<file path="src/rtl/pms_pkg.sv">
package pms_pkg;

  typedef enum logic [2:0] {
    ST_OFF    = 3'd0,
    ST_WAKING = 3'd1,
    ST_ACTIVE = 3'd2,
    ST_CONV   = 3'd3,
    ST_STBY   = 3'd4
  } pms_state_e;

  typedef enum logic [1:0] {
    PM_CS_TIED  = 2'b00,
    PM_ALWAYS   = 2'b01,
    PM_SHUTDOWN = 2'b10,
    PM_STANDBY  = 2'b11
  } pm_mode_e;

  // Decoded view of one power policy
  typedef struct packed {
    logic       level_ctl;   // policy holds power from a level, not an event
    logic       want_on;     // level policies: power requested now
    logic       wake_evt;    // condition that starts a wake from off/standby
    pms_state_e rest_state;  // where a finished conversion lands
  } pms_policy_t;

endpackage

</file>
<file path="src/rtl/pms_policy.sv">
module pms_policy
  import pms_pkg::*;
(
  input  logic [1:0]  mode_i,
  input  logic        cs_n_i,
  input  logic        cs_fall_i,
  output pms_policy_t pol_o
);

  always_comb begin
    pol_o = '{level_ctl: 1'b1, want_on: 1'b0, wake_evt: 1'b0, rest_state: ST_ACTIVE};
    unique case (pm_mode_e'(mode_i))
      PM_CS_TIED: begin
        pol_o.level_ctl  = 1'b1;
        pol_o.want_on    = ~cs_n_i;
        pol_o.wake_evt   = ~cs_n_i;
        pol_o.rest_state = ST_ACTIVE;
      end
      PM_ALWAYS: begin
        pol_o.level_ctl  = 1'b1;
        pol_o.want_on    = 1'b1;
        pol_o.wake_evt   = 1'b1;
        pol_o.rest_state = ST_ACTIVE;
      end
      PM_SHUTDOWN: begin
        pol_o.level_ctl  = 1'b0;
        pol_o.want_on    = 1'b0;
        pol_o.wake_evt   = cs_fall_i;
        pol_o.rest_state = ST_OFF;
      end
      PM_STANDBY: begin
        pol_o.level_ctl  = 1'b0;
        pol_o.want_on    = 1'b0;
        pol_o.wake_evt   = cs_fall_i;
        pol_o.rest_state = ST_STBY;
      end
      default: ;
    endcase
  end

endmodule

</file>
<file path="src/rtl/pms_wake_timer.sv">
module pms_wake_timer #(
  parameter int FULL_WAKE_CYC = 1250,
  parameter int STBY_WAKE_CYC = 50
) (
  input  logic clk,
  input  logic rst,
  input  logic load_i,
  input  logic short_i,
  input  logic run_i,
  output logic expired_o
);

  localparam int MAX_CYC = (FULL_WAKE_CYC > STBY_WAKE_CYC) ? FULL_WAKE_CYC : STBY_WAKE_CYC;
  localparam int CW      = (MAX_CYC < 2) ? 1 : $clog2(MAX_CYC);
  localparam logic [CW-1:0] FULL_LD = CW'(FULL_WAKE_CYC - 1);
  localparam logic [CW-1:0] STBY_LD = CW'(STBY_WAKE_CYC - 1);

  logic [CW-1:0] cnt_q;

  always_ff @(posedge clk) begin
    if (rst) begin
      cnt_q <= '0;
    end else if (load_i) begin
      cnt_q <= short_i ? STBY_LD : FULL_LD;
    end else if (run_i && (cnt_q != '0)) begin
      cnt_q <= cnt_q - 1'b1;
    end
  end

  assign expired_o = (cnt_q == '0);

endmodule

</file>
<file path="src/rtl/pms_seq.sv">
module pms_seq
  import pms_pkg::*;
#(
  parameter int FULL_WAKE_CYC = 1250,
  parameter int STBY_WAKE_CYC = 50
) (
  input  logic       clk,
  input  logic       rst,
  input  logic [1:0] pm_mode_i,
  input  logic       ref_dis_i,
  input  logic       cs_n_i,
  input  logic       conv_start_i,
  input  logic       conv_done_i,
  output logic       core_pwr_o,
  output logic       ref_pwr_o,
  output logic       ready_o,
  output logic       conv_go_o,
  output logic       start_invalid_o
);

  pms_state_e  state_q, state_d;
  pms_policy_t pol;
  logic        cs_n_q;
  logic        cs_fall;
  logic        tmr_load, tmr_short, tmr_expired;

  assign cs_fall = cs_n_q & ~cs_n_i;

  pms_policy u_policy (
    .mode_i    (pm_mode_i),
    .cs_n_i    (cs_n_i),
    .cs_fall_i (cs_fall),
    .pol_o     (pol)
  );

  pms_wake_timer #(
    .FULL_WAKE_CYC (FULL_WAKE_CYC),
    .STBY_WAKE_CYC (STBY_WAKE_CYC)
  ) u_timer (
    .clk       (clk),
    .rst       (rst),
    .load_i    (tmr_load),
    .short_i   (tmr_short),
    .run_i     (state_q == ST_WAKING),
    .expired_o (tmr_expired)
  );

  // Next-state logic: a level policy asking for power off wins over everything
  always_comb begin
    state_d   = state_q;
    tmr_load  = 1'b0;
    tmr_short = 1'b0;
    if (pol.level_ctl && !pol.want_on) begin
      state_d = ST_OFF;
    end else begin
      unique case (state_q)
        ST_OFF: if (pol.wake_evt) begin
          state_d  = ST_WAKING;
          tmr_load = 1'b1;
        end
        ST_STBY: if (pol.wake_evt) begin
          state_d   = ST_WAKING;
          tmr_load  = 1'b1;
          tmr_short = 1'b1;
        end
        ST_WAKING: if (tmr_expired) state_d = ST_ACTIVE;
        ST_ACTIVE: if (conv_start_i) state_d = ST_CONV;
        ST_CONV:   if (conv_done_i) state_d = pol.rest_state;
        default:   state_d = ST_OFF;
      endcase
    end
  end

  always_ff @(posedge clk) begin
    if (rst) begin
      state_q         <= ST_OFF;
      cs_n_q          <= 1'b1;
      core_pwr_o      <= 1'b0;
      ref_pwr_o       <= 1'b0;
      ready_o         <= 1'b0;
      conv_go_o       <= 1'b0;
      start_invalid_o <= 1'b0;
    end else begin
      state_q         <= state_d;
      cs_n_q          <= cs_n_i;
      core_pwr_o      <= (state_d == ST_WAKING) || (state_d == ST_ACTIVE) || (state_d == ST_CONV);
      ref_pwr_o       <= !ref_dis_i && (state_d != ST_OFF);
      ready_o         <= (state_d == ST_ACTIVE);
      conv_go_o       <= conv_start_i && (state_q != ST_CONV);
      start_invalid_o <= conv_start_i && (state_q != ST_CONV) && (state_q != ST_ACTIVE);
    end
  end

endmodule

</file>
<file path="config.mk">
export PLATFORM = sky130hd
export DESIGN_NAME = pms_seq
export DESIGN_NICKNAME = d
export VERILOG_FILES = /design/src/rtl/pms_pkg.sv /design/src/rtl/pms_policy.sv /design/src/rtl/pms_wake_timer.sv /design/src/rtl/pms_seq.sv
export SDC_FILE = /design/constraint.sdc
export NUM_CORES = 1
export LEC_CHECK = 0
export BUFFER_PORTS_ARGS = -buffer_cell sky130_fd_sc_hd__buf_2
export CAP_MARGIN = 20
export CORE_UTILIZATION = 45
export DETAILED_ROUTE_END_ITERATION = 10
export PLACE_DENSITY_LB_ADDON = 0.08
export SYNTH_ARGS = -nofsm -noshare
export SYNTH_HDL_FRONTEND = slang
export SYNTH_SLANG_ARGS = --single-unit
export TNS_END_PERCENT = 100
</file>
<file path="constraint.sdc">
create_clock -name clk -period 3.7 [get_ports clk]
set_clock_uncertainty 0.2 [all_clocks]
set_input_delay 0.555 -clock clk [delete_from_list [all_inputs] [get_ports clk]]
set_output_delay 0.555 -clock clk [all_outputs]
set_load 0.03 [all_outputs]
</file>
==> run_results.csv <==
group,metric,value,unit
cts,htreeDepth,1,
cells_and_area,nets,137,
synth,syn-cell-area,1020,µm²
drt,first_pass_iters,4,
setup_path,critPathTopFamily,"simple AND/OR/NAND/NOR gates",
cts,cts_hold_buf,0,
synth,async_flop_share,0,
global_routing,grt_pass1_vias,903,
cts,cts.path.max_buffers,2,
synth,ys_ff_latch,20,
setup_path,cp-start-kind,"register",
global_routing,grt_max_degree,13,
synth,seq_area_frac_synth,0.393,
cts,post-cts-setup-buffer-count,0,
drt,drc,0,
flow_run,cap_violations,0,
global_routing,antenna_found_initial,0,
pwr,p_total,619,µW
global_routing,gr-usage-all-layers,0.221,
drt,avgViaCountPerCell,5.90,
worst_hold_path,hold_path_depth,2,
setup_path,cp_data_required_time,3.71,ns
setup_path,slowest_delay,0.51,ns
setup_path,r2r_cells,6,
synth,avgSynthCellArea,9.18,µm²
placed_design,port_buffers,12,
synth,yosysUniqueCellTypes,39,
drt,totalWireLength,2390,µm
setup_path,cp_max_fo,8,
cts,cts.sinks,20,
outcome,status,"finished, final reports clean",
drt,ant_nets,0,
pwr,p_clk_frac,0.290,
cells_and_area,ff_latch_area,400,µm²
global_routing,grt.overflow.total,0,
cells_and_area,area_growth,14.0,%
synth,synth-edff-count,0,
setup_path,endpoint_kind,"register",
pwr,switching_share,0.326,
pwr,netSwitchingPower,202,µW
pwr,p_per_area,533,nW/µm²
setup_path,critical_path_depth,6,
floorplan,die_x,49.6,µm
floorplan,rows,16,
synth,yosys-top-cells-area,"dfxtp_1 39%, a21oi_1 3.4%, nor2_1 3.3%",
timing,setup_viol,0,
floorplan,fp.dieH,49.6,µm
pwr,leakagePower,0.000449,µW
timing,rsz0062_at_grt,"false",
timing,finalCriticalPeriod,2.27,ns
cts,post_cts_resized,0,
setup_path,slowest_stage,"or4b_4",
setup_path,path_cells,"inv_1, ha_1, or4b_4, o31ai_4, o221ai_1, nor3_1",
cts,cts_buffers,3,
floorplan,ios,13,
setup_path,path_buf_inv,1,
synth,synthesis.nets,121,
cells_and_area,fillers,216,
timing,finalCritPeriodShare,0.614,
timing,setup_tns,0,ns
cts,clk_latency,0.31,ns
timing,relSlewSlack,0.600,
floorplan,coreArea,2040,µm²
floorplan,dieArea,2460,µm²
global_routing,grt_pass1_wl,4120,µm
setup_path,worstPathArrival,2.29,ns
synth,synth_top_cell_area_share,0.393,
synth,yosys_warnings,0,
setup_path,critical_path_class,"register to register",
pwr,p_seq_frac,0.416,
drt,first_iter_violations,44,
floorplan,start_util,0.499,
synth,synth_top_cell_by_area,"dfxtp_1",
placed_design,place.gp.congestion,0.804,
drt,vias,902,
timing,fmaxAchievable,440,MHz
worst_hold_path,hold_path.class,"input port to register",
timing,drv_slew,0,
pwr,p_int,417,µW
cells_and_area,drive_above_1_share,0.198,
cts,cts_root_buf,"clkbuf_4",
pwr,ir_worst_vdd,0.000400,V
cts,clk_pin_slew,0.12,ns
timing,worst_pin_slew,0.600,ns
cts,cts_tree,"yes",
cells_and_area,multi_input_area,592,µm²
pwr,pwr-share-comb,0.294,
cells_and_area,antennaDiodeCount,0,
placed_design,dp_hpwl,1740,µm
synth,synthFlopType,"dfxtp_1",
drt,drt-wirelength-per-cell,15.6,µm
timing,hold_viol_final,0,
synth,synth_cells,111,
## logic make-up (layout without fill, tap and decap cells)
| group | after synthesis | in the layout | share of synthesized area |
|---|---|---|---|
| and+or+nand+nor | 52 | 52 | 0.306 |
| AOI/OAI and AO/OA | 27 | 27 | 0.222 |
| DFF | 20 | 20 | 0.393 |
| buffers and inverters | 7 | 22 | 0.0258 |
| adders and majority gates | 2 | 2 | 0.0246 |
| muxes | 2 | 2 | 0.0197 |
| xor gates and xnor gates | 1 | 1 | 0.00860 |
## path summary, 6_finish.rpt
path                                       from                       endpoint  slack (ns)
hold / removal                        ref_dis_i           ref_pwr_o$_SDFF_PP0_        0.19
hold reg to reg   u_timer.cnt_q[1]$_SDFFE_PP0P_  u_timer.cnt_q[1]$_SDFFE_PP0P_        0.31
setup reg to reg  u_timer.cnt_q[0]$_SDFFE_PP0P_  u_timer.cnt_q[4]$_SDFFE_PP0P_        1.43
setup / recovery  u_timer.cnt_q[0]$_SDFFE_PP0P_  u_timer.cnt_q[4]$_SDFFE_PP0P_        1.43
## final cells by class
class                      instances  share of cell area
clock buffer                       3              0.0194
clock inverter                     1              0.0259
inverter                           6              0.0194
multi-input combinational         84               0.510
sequential                        20               0.345
tap                               27              0.0291
timing repair buffer              12              0.0517
## layout by cell type, fill, tap and decap left out, types with 2 or more instances in the layout
cell type	synthesis	layout
a31oi_1	3	3
or3_1	5	5
nand2b_1	3	3
mux2i_1	2	2
nor4_1	2	2
ha_1	2	2
dfxtp_1	20	20
nand3_1	6	6
a21oi_1	7	7
inv_1	6	6
o31a_1	2	2
nand4_1	2	2
o21ai_0	2	2
or4_1	2	2
nor2b_1	2	2
nor2_1	9	9
nand2_1	8	8
nor3_1	6	6
clkbuf_4	0	3
or2_2	2	2
buf_2	0	12
## power groups by stage
stage                     combinational, µW  clock [µW]  sequential (µW)
after global placement                  175           0              261
after detailed placement                179           0              262
final                                   182         179              257
after CTS                               180         183              257
after global routing                    200         193              261
after floorplan                         131           0              266
## state kept, by name (all words and copies together) (netlist names)
signal           flops
conv_go_o            1
start_invalid_o      1
core_pwr_o           1
ref_pwr_o            1
state_q              3
cs_n_q               1
ready_o              1
u_timer.cnt_q       11
## synth_stat cells, types with 3 or more instances
cell type,count
dfxtp_1,20
nor2_1,9
nor3_1,6
or3_1,5
nand2_1,8
nand2b_1,3
inv_1,6
a21oi_1,7
a31oi_1,3
nand3_1,6
## per-layer routing
layer,part of all wire,track usage,wire [µm],vias up
met2,0.49,0.354,1160,21
met5,0,0,0,-
met1,0.47,0.287,1120,433
met4,0.0055,0.0667,13,0
li1,-,-,-,446
met3,0.037,0.0617,88,2
## worst register-to-register path, delay by kind of cell (launching register included)
kind,cells,cell delay (ns)
buffers and inverters,1,0.09
and+or+nand+nor,2,0.76
AOI/OAI and AO/OA,2,0.65
adders and majority gates,1,0.14
DFF,1,0.36
## per-stage QoR
stage | setup slack (ns) | util | std cells | instance area, µm² | hold WS (ns)
after CTS | 1.43 | 0.569 | 153 | 1160 | 0.187
after detailed placement | 1.48 | 0.543 | 149 | 1110 | 0.286
after global routing | 1.32 | 0.569 | 153 | 1160 | 0.162
after floorplan | 1.61 | - | 111 | 1020 | 0.261
after global placement | 1.56 | 0.543 | 149 | 1110 | 0.275
final | 1.43 | 0.569 | 153 | 1160 | 0.193
Note: power is estimated with default switching activity, not from simulation.
